--- src/rtl/ora_pkg.sv ---
package ora_pkg;
  typedef enum logic [1:0] {
    ORA_HOLD    = 2'd0,
    ORA_CAPTURE = 2'd1,
    ORA_SHIFT   = 2'd2,
    ORA_CLEAR   = 2'd3
  } ora_op_e;
endpackage

--- src/rtl/ora_ctrl.sv ---
module ora_ctrl
  import ora_pkg::*;
(
  input  logic    clear,
  input  logic    cmp_en,
  input  logic    shift_mode,
  output ora_op_e op
);
  // Priority: clear, then shift, then capture.
  always_comb begin
    if (clear)           op = ORA_CLEAR;
    else if (shift_mode) op = ORA_SHIFT;
    else if (cmp_en)     op = ORA_CAPTURE;
    else                 op = ORA_HOLD;
  end
endmodule

--- src/rtl/ora_mismatch.sv ---
module ora_mismatch #(
  parameter int PAIR_W = 8
) (
  input  logic [PAIR_W-1:0] a,
  input  logic [PAIR_W-1:0] b,
  output logic              miss
);
  logic [PAIR_W-1:0] diff;
  assign diff = a ^ b;
  assign miss = |diff;
endmodule

--- src/rtl/ora_cell.sv ---
module ora_cell
  import ora_pkg::*;
(
  input  logic    clk,
  input  logic    rst,
  input  ora_op_e op,
  input  logic    miss,
  input  logic    shift_in,
  output logic    fail_q
);
  always_ff @(posedge clk) begin
    if (rst) fail_q <= 1'b0;
    else begin
      unique case (op)
        ORA_CLEAR:   fail_q <= 1'b0;
        ORA_SHIFT:   fail_q <= shift_in;
        ORA_CAPTURE: fail_q <= fail_q | miss;
        default:     fail_q <= fail_q;
      endcase
    end
  end

  p_capture_r2: assert property (@(posedge clk) disable iff (rst)
    (op == ORA_CAPTURE && miss) |=> fail_q);
  p_sticky_r3: assert property (@(posedge clk) disable iff (rst)
    (fail_q && (op == ORA_CAPTURE || op == ORA_HOLD)) |=> fail_q);
  p_masked_r5: assert property (@(posedge clk) disable iff (rst)
    (op == ORA_HOLD) |=> $stable(fail_q));
  p_clear_r6: assert property (@(posedge clk) disable iff (rst)
    (op == ORA_CLEAR) |=> !fail_q);
  p_shift_r7: assert property (@(posedge clk) disable iff (rst)
    (op == ORA_SHIFT) |=> (fail_q == $past(shift_in)));
endmodule

--- src/rtl/resp_cmp_chain.sv ---
module resp_cmp_chain
  import ora_pkg::*;
#(
  parameter int NUM_ORA = 4,
  parameter int PAIR_W  = 8
) (
  input  logic                        clk,
  input  logic                        rst,
  input  logic                        clear,
  input  logic                        cmp_en,
  input  logic                        shift_mode,
  input  logic                        scan_in,
  input  logic [NUM_ORA*PAIR_W-1:0]   resp_j,
  input  logic [NUM_ORA*PAIR_W-1:0]   resp_k,
  output logic [NUM_ORA-1:0]          fail_vec,
  output logic                        scan_out
);
  localparam int LAST = NUM_ORA - 1;

  ora_op_e            op;
  logic [NUM_ORA-1:0] miss;
  logic [NUM_ORA-1:0] chain_in;

  ora_ctrl u_ctrl (
    .clear      (clear),
    .cmp_en     (cmp_en),
    .shift_mode (shift_mode),
    .op         (op)
  );

  for (genvar i = 0; i < NUM_ORA; i++) begin : g_cell
    if (i == 0) begin : g_head
      assign chain_in[i] = scan_in;
    end else begin : g_link
      assign chain_in[i] = fail_vec[i-1];
    end

    ora_mismatch #(.PAIR_W(PAIR_W)) u_cmp (
      .a    (resp_j[i*PAIR_W +: PAIR_W]),
      .b    (resp_k[i*PAIR_W +: PAIR_W]),
      .miss (miss[i])
    );

    ora_cell u_cell (
      .clk      (clk),
      .rst      (rst),
      .op       (op),
      .miss     (miss[i]),
      .shift_in (chain_in[i]),
      .fail_q   (fail_vec[i])
    );
  end

  assign scan_out = fail_vec[LAST];

  p_reset_r1: assert property (@(posedge clk) rst |=> (fail_vec == '0));
endmodule

--- config.mk ---
export PLATFORM = sky130hd
export DESIGN_NAME = resp_cmp_chain
export DESIGN_NICKNAME = d
export VERILOG_FILES = /design/src/rtl/ora_pkg.sv /design/src/rtl/ora_ctrl.sv /design/src/rtl/ora_mismatch.sv /design/src/rtl/ora_cell.sv /design/src/rtl/resp_cmp_chain.sv
export SDC_FILE = /design/constraint.sdc
export NUM_CORES = 1
export LEC_CHECK = 0
export ABC_AREA = 1
export CAP_MARGIN = 20
export CELL_PAD_IN_SITES_DETAIL_PLACEMENT = 0
export CELL_PAD_IN_SITES_GLOBAL_PLACEMENT = 1
export CORE_ASPECT_RATIO = 0.8
export CORE_MARGIN = 4
export CORE_UTILIZATION = 20
export DETAILED_ROUTE_END_ITERATION = 6
export HOLD_SLACK_MARGIN = 0.15
export PLACE_DENSITY = 0.91
export SLEW_MARGIN = 0
export SYNTH_ARGS = -nofsm -noshare
export SYNTH_HDL_FRONTEND = slang
export SYNTH_HIERARCHICAL = 1
export SYNTH_SLANG_ARGS = --single-unit
--- constraint.sdc ---
create_clock -name clk -period 1.3 [get_ports clk]
set_input_delay 0.26 -clock clk [delete_from_list [all_inputs] [get_ports clk]]
set_output_delay 0.26 -clock clk [all_outputs]
set_load 0.01 [all_outputs]
==> flow_summary.ini <==
[place]
port-buffer-count = 74
place.gp.congestion = 0.685
detailedPlacementHpwl_um = 2260

[synthesis]
synthDominantCellAreaShare_pct = 29.1
postSynthAreaPerCell_um2 = 5.69
synth-seq-cells = 4
syn_area_um2 = 967
synth.yosys.seq_area_share_pct = 8.28
synthesis.instances = 170
synthesis.yosys.warnings = 6
yosys-top-cells-area = sky130_fd_sc_hd__nand2_1 (29%), sky130_fd_sc_hd__xnor2_1 (18%), sky130_fd_sc_hd__ha_1 (16%), sky130_fd_sc_hd__inv_1 (15%), sky130_fd_sc_hd__dfxtp_1 (8.3%)
post_synthesis_cell_type_with_the_largest_combined_area = sky130_fd_sc_hd__nand2_1
synth.lib_cells_used.distinct = 10
syn-num-nets = 252

[final_layout]
largest_reg_flops = 4
final_cell_mix = sky130_fd_sc_hd__nand2_1 (71), sky130_fd_sc_hd__dlymetal6s2s_1 (62), sky130_fd_sc_hd__inv_1 (26)
n_antenna_cell = 0
largest-register = g_cell.u_cell/fail_q
mostFrequentLayoutCell = sky130_fd_sc_hd__nand2_1
fin_nets = 334
areaGrowthSynthToFinish_pct = 112
reg.largest.list = g_cell.u_cell/fail_q: 4 flops
utilization_pct = 44.3
multi_input_area_um2 = 792
final.fill_count = 477
seqCellArea_um2 = 80.1
drive_above_1_share_pct = 14.0

[clock_network]
cts.clk_slew.worst_paths_ns = 0.03
ctsLongestPathBuffers = 2
cts_tree = done
insertion_delay_of_the_later_clocked_pin_in_the_worst_skew_pair_ns = 0.22
clk_root_buffer_cell = sky130_fd_sc_hd__clkbuf_8
numCtsBuffers = 3
cts.sink_count = 4
htreeDepth = 1

[global_route]
grt_overflow = 0
grt_first_pass_wirelength_um = 4000
first_global_vias = 1050
maximum_number_of_pins_on_one_net_before_global_route_repair = 8
grt_use_total_pct = 7.96
grt_antenna_before_repair = 0

[timing]
setup_repair_after_global_routing_missed_its_margin = no
layout_min_cycle_time_ns = 1.22
finalCritPeriodShare_pct = 94.0
report.final.slew_viol_count = 0
max_slew_margin_pct = 82.3
worst-slew-pin-transition_ns = 0.264
setup_viol = 0
timing_hold_violations_final = 0
achievable-frequency_mhz = 818
max_clock_skew_ns = 0.00139

[critical_path]
crit_path_cell_trace = dlygate4sd2_1 > inv_2 > nand2_2 > nand2_4 > inv_2 > ha_1 > inv_2 > nor2_4 > nand2_1 > a21oi_2
critical-path-top-cell-by-count = sky130_fd_sc_hd__inv_2
reg2reg_setup_slack_ns = 0.54
critical_path_type = input port to register
type_of_destination_of_the_critical_path = register
timing.critical_path.from_type = input port
worstPathArrival_ns = 1.32
slowest_stage = sky130_fd_sc_hd__ha_1
critPathRequiredTime_ns = 1.40
cp_max_fo = 7
slowest_delay_ns = 0.29

[floorplanning]
ioPinCount = 75
coreArea_um2 = 4620
die_width_um = 85.8
initial_core_util_pct = 20.9
die_area_um2 = 6020
placementRows = 22
die_height_um = 70.2

[power_and_ir_drop]
pwr_density_cell_nw_per_um2 = 416
power_frac_comb_pct = 53.1
p_sw_share_pct = 29.8
p_clk_share_pct = 31.5
post_layout_power_w = 0.000853
cellInternalPower_w = 0.000599
seq_power_share_pct = 15.4
net-switching-power_w = 0.000255
worst_ir_drop_vdd_uv = 214
static-leakage-power_nw = 1.52

[drt]
totalWireLength_um = 2680
detail_route.drc_violations = 0
drt_pass1_iterations = 2
dr_total_vias = 1183
detail_route.iter0.violations = 6
via_per_inst = 3.82
per_cell_routed_wire_length_um = 8.65
postRouteAntennaNets = 0

[flow_run]
max_cap_viol_count = 0

[min_path]
worstHoldPathType = register to register

[outcome]
outcome = finished, final reports clean
synthesized netlist by cell type (all sizes together):
master	n
nand2	75
inv	38
xnor2	20
ha	12
nor2	12
a21oi	4
dfxtp	4
o21ai	4
buf	1
power by group through the flow:
stage	sequential (W)	combinational [W]	clock, W
floorplan	0.000134	0.000189	0
global placement	0.000133	0.000448	0
detailed placement	0.000133	0.000457	0
CTS	0.000131	0.000477	0.000277
global route	0.000132	0.000508	0.000282
finish	0.000131	0.000453	0.000269
cells by family after synthesis:
family                     after synthesis  share of synthesized area, %
and+or+nand+nor                         87                          36.9
DFF                                      4                          8.28
AOI/OAI and AO/OA                        8                          5.69
adders and majority gates               12                          15.5
xor gates and xnor gates                20                          18.1
buffers and inverters                   39                          15.5
worst paths after layout:
| kind | from | cells after the start | end |
|---|---|---|---|
| max | shift_mode | 10 | g_cell[1].u_cell/fail_q |
| min | g_cell[2].u_cell/fail_q | 2 | g_cell[2].u_cell/fail_q |
| min reg2reg | g_cell[2].u_cell/fail_q | 2 | g_cell[2].u_cell/fail_q |
| max reg2reg | g_cell[3].u_cell/fail_q | 4 | g_cell[3].u_cell/fail_q |
routing by layer:
| metal | wire length [µm] | track usage, % | vias to the layer above |
|---|---|---|---|
| li1 | - | - | 645 |
| met1 | 1110 | 8.57 | 487 |
| met2 | 1280 | 14.5 | 46 |
| met3 | 266 | 3.30 | 5 |
| met4 | 15 | 1.58 | 0 |
| met5 | 0 | 0 | - |
through the flow:
step / TNS (ns) / instances / hold slack [ns] / worst slack (ns) / area, µm²
6_report: 0 / 310 / 0.499 / 0.0782 / 2050
3_5_place_dp: -1.87 / 305 / 0.502 / -0.479 / 1790
5_1_grt: 0 / 310 / 0.521 / 0.00323 / 2050
3_3_place_gp: -1.71 / 305 / 0.495 / -0.436 / 1790
2_1_floorplan: 0 / 170 / 0.322 / 0.0771 / 967
4_1_cts: -0.00403 / 310 / 0.504 / -0.00403 / 1870
critical path, delay by kind of cell:
kind	cells	cell delay, ns
simple gates	4	0.28
fa+ha+maj	1	0.29
compound gates	1	0.05
buf+inv	4	0.43
layout make-up:
class	instances	share of cell area, %
timing repair buffer	78	44.7
sequential	4	3.90
clock buffer	3	2.01
tap	60	3.66
inverter	38	7.08
multi-input combinational	127	38.6
repair_timing:
item                                    in CTS  in global routing
pin swaps                                    8                 58
buffers inserted                             2                  0
endpoints found under the setup margin       9                  4
resized for setup                           28                 68
hold buffers                                 0                  0
(Power assumes the default switching activity.)
